[src/rtl/sgd_pkg.sv]
package sgd_pkg;
    // Descriptor format: fixed by the list layout in memory
    localparam int WORD_W      = 32;
    localparam int LEN_W       = 16;
    localparam int ENTRY_BYTES = 8;
    localparam int WORD_BYTES  = WORD_W / 8;
    localparam int BIT_VALID   = 0;
    localparam int BIT_LAST    = 1;
    localparam int BIT_XFER    = 5;

    typedef struct packed {
        logic             valid;
        logic             last;
        logic             xfer;
        logic [LEN_W-1:0] len;
        logic [WORD_W-1:0] buf_addr;
    } sgd_entry_t;

    typedef enum logic [2:0] {
        W_IDLE, W_HDR, W_BUF, W_CHECK, W_MOVE, W_STEP, W_FAULT
    } walk_state_t;

    typedef enum logic [1:0] {
        M_IDLE, M_GET, M_PUT
    } move_state_t;
endpackage

[src/rtl/sgd_entry_unpack.sv]
module sgd_entry_unpack
    import sgd_pkg::*;
(
    input  logic [WORD_W-1:0] hdr_word,
    input  logic [WORD_W-1:0] buf_word,
    output sgd_entry_t        ent,
    output logic              bad
);
    // reserved and unassigned flag bits carry no meaning here
    logic unused_hdr_bits;
    assign unused_hdr_bits = ^{hdr_word[15:6], hdr_word[4:2]};

    always_comb begin
        ent.valid    = hdr_word[BIT_VALID];
        ent.last     = hdr_word[BIT_LAST];
        ent.xfer     = hdr_word[BIT_XFER];
        ent.len      = hdr_word[WORD_W-1 -: LEN_W];
        ent.buf_addr = buf_word;
        bad          = !ent.valid || (ent.len[1:0] != 2'b00);
    end
endmodule

[src/rtl/sgd_word_mover.sv]
module sgd_word_mover
    import sgd_pkg::*;
#(
    parameter int ADDR_W = 32,
    parameter int CNT_W  = 14
) (
    input  logic              clk,
    input  logic              rst_n,
    input  logic              go,
    input  logic              rx,
    input  logic              stop,
    input  logic [ADDR_W-1:0] base,
    input  logic [CNT_W-1:0]  words,
    output logic              req,
    output logic              we,
    output logic [ADDR_W-1:0] addr,
    output logic [WORD_W-1:0] word,
    input  logic              ack,
    input  logic [WORD_W-1:0] rdata,
    output logic              out_valid,
    input  logic              out_ready,
    input  logic              in_valid,
    input  logic [WORD_W-1:0] in_data,
    output logic              in_ready,
    output logic              fin,
    output logic              aborted
);
    move_state_t       state_q, state_d;
    logic [ADDR_W-1:0] addr_q;
    logic [CNT_W-1:0]  left_q;
    logic [WORD_W-1:0] word_q;
    logic              rx_q;
    logic              got, put;

    assign got = rx_q ? (in_valid && !stop) : ack;
    assign put = rx_q ? ack : out_ready;

    // state register
    always_ff @(posedge clk) begin
        if (!rst_n) state_q <= M_IDLE;
        else        state_q <= state_d;
    end

    // next state and completion
    always_comb begin
        state_d = state_q;
        fin     = 1'b0;
        aborted = 1'b0;
        unique case (state_q)
            M_IDLE: if (go) state_d = M_GET;
            M_GET: begin
                if (rx_q && stop) begin
                    state_d = M_IDLE;
                    fin     = 1'b1;
                    aborted = 1'b1;
                end else if (got) begin
                    state_d = M_PUT;
                end
            end
            M_PUT: begin
                if (put) begin
                    if (left_q == CNT_W'(1)) begin
                        state_d = M_IDLE;
                        fin     = 1'b1;
                    end else if (stop) begin
                        state_d = M_IDLE;
                        fin     = 1'b1;
                        aborted = 1'b1;
                    end else begin
                        state_d = M_GET;
                    end
                end
            end
            default: state_d = M_IDLE;
        endcase
    end

    // datapath
    always_ff @(posedge clk) begin
        if (!rst_n) begin
            addr_q <= '0;
            left_q <= '0;
            word_q <= '0;
            rx_q   <= 1'b0;
        end else begin
            if (state_q == M_IDLE && go) begin
                addr_q <= base;
                left_q <= words;
                rx_q   <= rx;
            end
            if (state_q == M_GET && got)
                word_q <= rx_q ? in_data : rdata;
            if (state_q == M_PUT && put) begin
                addr_q <= addr_q + ADDR_W'(WORD_BYTES);
                left_q <= left_q - CNT_W'(1);
            end
        end
    end

    // outputs
    always_comb begin
        req       = (state_q == M_GET && !rx_q) || (state_q == M_PUT && rx_q);
        we        = (state_q == M_PUT && rx_q);
        out_valid = (state_q == M_PUT && !rx_q);
        in_ready  = (state_q == M_GET && rx_q && !stop);
        addr      = addr_q;
        word      = word_q;
    end
endmodule

[src/rtl/sgd_channel.sv]
module sgd_channel
    import sgd_pkg::*;
#(
    parameter int ADDR_W = 32
) (
    input  logic              clk,
    input  logic              rst_n,
    input  logic              start,
    input  logic [ADDR_W-1:0] list_addr,
    input  logic              rx_mode,
    input  logic              rx_enable,
    output logic              mem_req,
    output logic              mem_we,
    output logic [ADDR_W-1:0] mem_addr,
    output logic [31:0]       mem_wdata,
    input  logic              mem_ack,
    input  logic [31:0]       mem_rdata,
    output logic              dev_out_valid,
    output logic [31:0]       dev_out_data,
    input  logic              dev_out_ready,
    input  logic              dev_in_valid,
    input  logic [31:0]       dev_in_data,
    output logic              dev_in_ready,
    output logic              busy,
    output logic              done,
    output logic              err
);
    localparam int CNT_W = LEN_W - 2;

    walk_state_t       state_q, state_d;
    logic [ADDR_W-1:0] ptr_q;
    logic [WORD_W-1:0] hdr_q, buf_q;
    logic              mode_q, done_q;
    sgd_entry_t        ent;
    logic              bad, stop, accept, has_data;
    logic              mv_go, mv_req, mv_we, mv_fin, mv_abort;
    logic [ADDR_W-1:0] mv_addr;
    logic [WORD_W-1:0] mv_word;
    logic [CNT_W-1:0]  n_words;

    sgd_entry_unpack u_unpack (
        .hdr_word (hdr_q),
        .buf_word (buf_q),
        .ent      (ent),
        .bad      (bad)
    );

    assign stop     = mode_q && !rx_enable;
    assign accept   = start && (!rx_mode || rx_enable);
    assign n_words  = ent.len[LEN_W-1:2];
    assign has_data = ent.xfer && (n_words != '0);
    assign mv_go    = (state_q == W_CHECK) && !bad && !stop && has_data;

    sgd_word_mover #(.ADDR_W(ADDR_W), .CNT_W(CNT_W)) u_mover (
        .clk       (clk),
        .rst_n     (rst_n),
        .go        (mv_go),
        .rx        (mode_q),
        .stop      (stop),
        .base      (ADDR_W'(ent.buf_addr)),
        .words     (n_words),
        .req       (mv_req),
        .we        (mv_we),
        .addr      (mv_addr),
        .word      (mv_word),
        .ack       (mem_ack),
        .rdata     (mem_rdata),
        .out_valid (dev_out_valid),
        .out_ready (dev_out_ready),
        .in_valid  (dev_in_valid),
        .in_data   (dev_in_data),
        .in_ready  (dev_in_ready),
        .fin       (mv_fin),
        .aborted   (mv_abort)
    );

    // state register
    always_ff @(posedge clk) begin
        if (!rst_n) state_q <= W_IDLE;
        else        state_q <= state_d;
    end

    // list walk transitions
    always_comb begin
        state_d = state_q;
        unique case (state_q)
            W_IDLE, W_FAULT: if (accept) state_d = W_HDR;
            W_HDR:   if (mem_ack) state_d = W_BUF;
            W_BUF:   if (mem_ack) state_d = W_CHECK;
            W_CHECK: begin
                if (bad)           state_d = W_FAULT;
                else if (stop)     state_d = W_IDLE;
                else if (has_data) state_d = W_MOVE;
                else               state_d = W_STEP;
            end
            W_MOVE:  if (mv_fin) state_d = mv_abort ? W_IDLE : W_STEP;
            W_STEP:  state_d = ent.last ? W_IDLE : W_HDR;
            default: state_d = W_IDLE;
        endcase
    end

    // walker datapath
    always_ff @(posedge clk) begin
        if (!rst_n) begin
            ptr_q  <= '0;
            hdr_q  <= '0;
            buf_q  <= '0;
            mode_q <= 1'b0;
            done_q <= 1'b0;
        end else begin
            done_q <= (state_q == W_STEP) && ent.last;
            if ((state_q == W_IDLE || state_q == W_FAULT) && accept) begin
                ptr_q  <= list_addr;
                mode_q <= rx_mode;
            end
            if (state_q == W_HDR && mem_ack) hdr_q <= mem_rdata;
            if (state_q == W_BUF && mem_ack) buf_q <= mem_rdata;
            if (state_q == W_STEP && !ent.last)
                ptr_q <= ptr_q + ADDR_W'(ENTRY_BYTES);
        end
    end

    // outputs
    always_comb begin
        busy         = !(state_q == W_IDLE || state_q == W_FAULT);
        err          = (state_q == W_FAULT);
        done         = done_q;
        mem_req      = (state_q == W_HDR) || (state_q == W_BUF) || mv_req;
        mem_we       = mv_we;
        mem_wdata    = mv_word;
        dev_out_data = mv_word;
        unique case (state_q)
            W_HDR:   mem_addr = ptr_q;
            W_BUF:   mem_addr = ptr_q + ADDR_W'(WORD_BYTES);
            default: mem_addr = mv_addr;
        endcase
    end
endmodule

[config.mk]
export PLATFORM = sky130hd
export DESIGN_NAME = sgd_channel
export DESIGN_NICKNAME = d
export VERILOG_FILES = /design/src/rtl/sgd_pkg.sv /design/src/rtl/sgd_entry_unpack.sv /design/src/rtl/sgd_word_mover.sv /design/src/rtl/sgd_channel.sv
export SDC_FILE = /design/constraint.sdc
export NUM_CORES = 1
export LEC_CHECK = 0
export BUFFER_PORTS_ARGS = -buffer_cell sky130_fd_sc_hd__buf_2
export CORE_ASPECT_RATIO = 1.4
export CORE_UTILIZATION = 36
export CTS_BUF_LIST = sky130_fd_sc_hd__clkbuf_16
export DETAILED_ROUTE_END_ITERATION = 6
export GPL_TIMING_DRIVEN = 1
export PLACE_DENSITY = 0.67
export SYNTH_ARGS = -nofsm -noshare
export SYNTH_HDL_FRONTEND = slang
export SYNTH_SLANG_ARGS = --single-unit
[constraint.sdc]
create_clock -name clk -period 3.2 [get_ports clk]
set_input_delay 0.64 -clock clk [delete_from_list [all_inputs] [get_ports clk]]
set_output_delay 0.64 -clock clk [all_outputs]
set_load 0.05 [all_outputs]
==> impl_results.md <==
* Status: finished, final reports clean
* Num rows at 70
* Internal at 4010 uW
* CP top delay family: simple AND/OR/NAND/NOR gates
* Total of max-cap violations at 0
* Worst Path Required at about 2600 ps
* Net Switching at 2740 uW
* #FFs+latches synth at roughly 170
* Initial antenna violation count at 0
* Via Count at 10200
* Sequential cell area fraction in the yosys report at approximately a third
* Worst VDD drop at between 0.0004 and 0.0005 V
* Finished Cell Area at 11700 sq um
* CTS buffer count at 17
* Net switching fraction of the power at 40.5%
* Layout cells sized above 1 at around 24%
* Vias in the first global route at 9515
* Synth-to-layout area growth at 20.4%
* Worst path bufs/invs at 2
* Slew margin rel. at 41.2%
* Pin count of the biggest net entering global routing at 65
* Worst r2r src: state_q[1]
* CTS Buffer Depth at 2
* Slew Limit Fails at 0
* Worst hold path type: input port to flip-flop
* Antenna Cells at 0
* Final nets at between 1500 and 2000
* Final setup vio count at 0
* Synth Instances at 1273
* Ys async rst share at 0%
* Startpoint Class: flip-flop
* Placed standard-cell area at 11000 sq um
* Worst skew pair latency at 440 ps
* Cell breakdown of the critical path: nand4_1, nor4_4, buf_4, nand4_1, xnor2_1, a221oi_2, buf_6
* Die width at 141 um
* CP Data Arrival Time at approximately 2500 ps
* Period minus WS final at 3140 ps
* H-tree Lvls at 4
* Starting Density at 36.9%
* Final weighted congestion of routability-driven global placement at 0.923
* Fmax at 0.319 GHz
* Worst reg-to-reg path cell count at 7
* Final period utilization at 98.1%
* Mapped Area at about 9700 sq um
* Full die area at about 28000 sq um
* CP peak stage delay at 450 ps
* DR pass1 iterations at 6
* CP Capture Type: output port
* Post-DRT Antenna Nets at 0
* Fin. Hold Viols at 0
* Placeable Area at 26400 sq um
* Slew at the pin with the worst max-slew slack at 880 ps
* CTS tree: done
* CP max FO at 9
* Skew final at 13.0 ps
* Critical Path Slowest Stage Cell: nor4_4
* Number of fill cells at roughly 2700
* Post-synth EDFFs at 0
* Avg WL per Cell at between 15 and 20 um
* Most common cell after layout, fill and taps aside: nand2_1
* Via density at 5.70
* R2R setup slack at about 560 ps
* Clock transition at the registers of the reported paths at 70 ps
* Hold Crit Depth at 3
* Power per Cell Area at between 500 and 600 nW/um^2
* Crit path launch: ptr_q[16]
* Initial DRC Count at 846
* Total gr overflow at 0
* # clock sinks at 169
* Post-synth net total at 1386
* Comb power frac at 34.6%
* Clock network fraction of design power at between 20% and 30%
* Top_reg_cell synth: dfxtp_1
* FF-to-FF End: ptr_q[28]
* Global-route wire length before repair at approximately 51 mm
* Total track usage at 23.8%
* I/O Pins at between 200 and 250
* WS Path Type: flip-flop to output port
* Most frequent cells in the layout: nand2_1 (214), buf_2 (199), dfxtp_1 (161)
* WL final at 32.9 mm
* WP depth at 7
* Clock Tree Root: clkbuf_16
* Distinct cells, synth at 74
* Avg Cell Area, Syn at 7.64 sq um
* Sequential power share at 36.0%
* Drt drc at 0
* Die height at 196 um
* Worst setup endpoint: mem_addr[28]
* Cell mode on critical path: nand4_1
* Port Buffers at 206
* RSZ-0062 raised after global routing: yes
* Synth warn at 0
* Dpl hpwl at roughly 24 mm
* Leakage at 0.00448 uW
* Power after layout at 6750 uW
[cell usage after synthesis, drive strengths merged (10+ instances only)]
cell	number	area share [%]
and2	11	0.71
buf	71	4.7
nor2	83	3.2
nand4	33	2.3
mux2i	38	3.9
a31oi	21	1.4
a2bb2oi	18	1.6
a22oi	24	1.9
o21ai	43	2.2
or3	12	0.77
nor3	22	1.2
o311ai	13	1.2
nand3	55	2.8
dfxtp	169	35
inv	22	0.85
o211ai	20	1.5
or4	12	0.96
clkbuf	64	2.5
nand2	216	8.3
a211oi	33	2.5
and3	10	0.64
nor4	19	1.7
a21oi	142	7.3
[how the worst min path moves through the flow]
stage	start	end	slack, ps
global route	list_addr[20]	ptr_q[20]	430
CTS	list_addr[20]	ptr_q[20]	420
global placement	ptr_q[1]	ptr_q[1]	440
detailed placement	buf_q[16]	buf_q[16]	450
finish	list_addr[20]	ptr_q[20]	440
floorplan	buf_q[22]	buf_q[22]	430
[worst min-delay path, stage by stage]
cell and delay (ps):
buf_2 100, nand2_1 50, a21oi_1 50
[layout make-up]
class | instances | area, sq um | share of cell area [%]
Clock inverter | 15 | 126 | 1.08
Timing Repair Buffer | 264 | 1520 | 13.0
Multi-Input combinational cell | 946 | 5700 | 48.7
Tap cell | 360 | 450 | 3.85
Inverter | 23 | 92.6 | 0.791
Clock buffer | 17 | 425 | 3.63
Sequential cell | 169 | 3400 | 29.0
[power by group through the flow]
stage / clock (uW) / sequential (uW) / combinational, uW
global route: 2110 / 2450 / 2480
global placement: 0 / 2460 / 2230
finish: 1980 / 2430 / 2330
floorplan: 0 / 2390 / 1570
detailed placement: 0 / 2460 / 2250
CTS: 2030 / 2420 / 2260
[stage by stage]
| step | utilization, % | hold slack, ps | TNS [ps] | std cells | setup slack [ps] |
|---|---|---|---|---|---|
| after detailed placement | 41.7 | 446 | 0 | 1757 | 143 |
| after CTS | 44.0 | 425 | 0 | 1791 | 10.4 |
| final | 44.4 | 440 | 0 | 1794 | 60.8 |
| after global placement | 41.7 | 444 | 0 | 1757 | 210 |
| after global routing | 44.4 | 434 | -73.6 | 1794 | -46.2 |
| after floorplan | - | 432 | -187 | 1273 | -187 |
[kinds of logic (layout without fill, tap and decap cells)]
family                     Yosys count  in the layout  share of synthesized area, %
xor gates and xnor gates            17             17                          1.53
AOI/OAI and AO/OA                  373            373                          24.7
buffers and inverters              158            319                          8.07
and+or+nand+nor                    507            507                          25.6
DFF                                169            169                          34.8
adders and majority gates            9              9                          1.16
muxes                               40             40                          4.18
[state kept, by name, indices dropped and copies added, names as in the netlist]
name and flops:
mode_q 1, u_mover.state_q 2, state_q 3, u_mover.addr 32, hdr_q 19, ptr_q 32, buf_q 32, u_mover.word 32
done 1, u_mover.left_q 14, u_mover.rx_q 1
[per-layer routing]
layer | vias to the layer above | global-route usage (%) | part of all wire (%)
li1 | 4911 | - | -
met1 | 4760 | 28.8 | 40
met2 | 461 | 40.6 | 49
met3 | 86 | 4.37 | 6.9
met4 | 0 | 11.1 | 3.8
met5 | - | 0 | 0
[timing repair]
action,in CTS,in global routing
setup buffers,2,3
hold buffers,0,0
gates resized for setup,16,26
endpoints found under the setup margin,18,16
pin swaps,3,4
No activity file was read; power rests on OpenSTA's default activity.
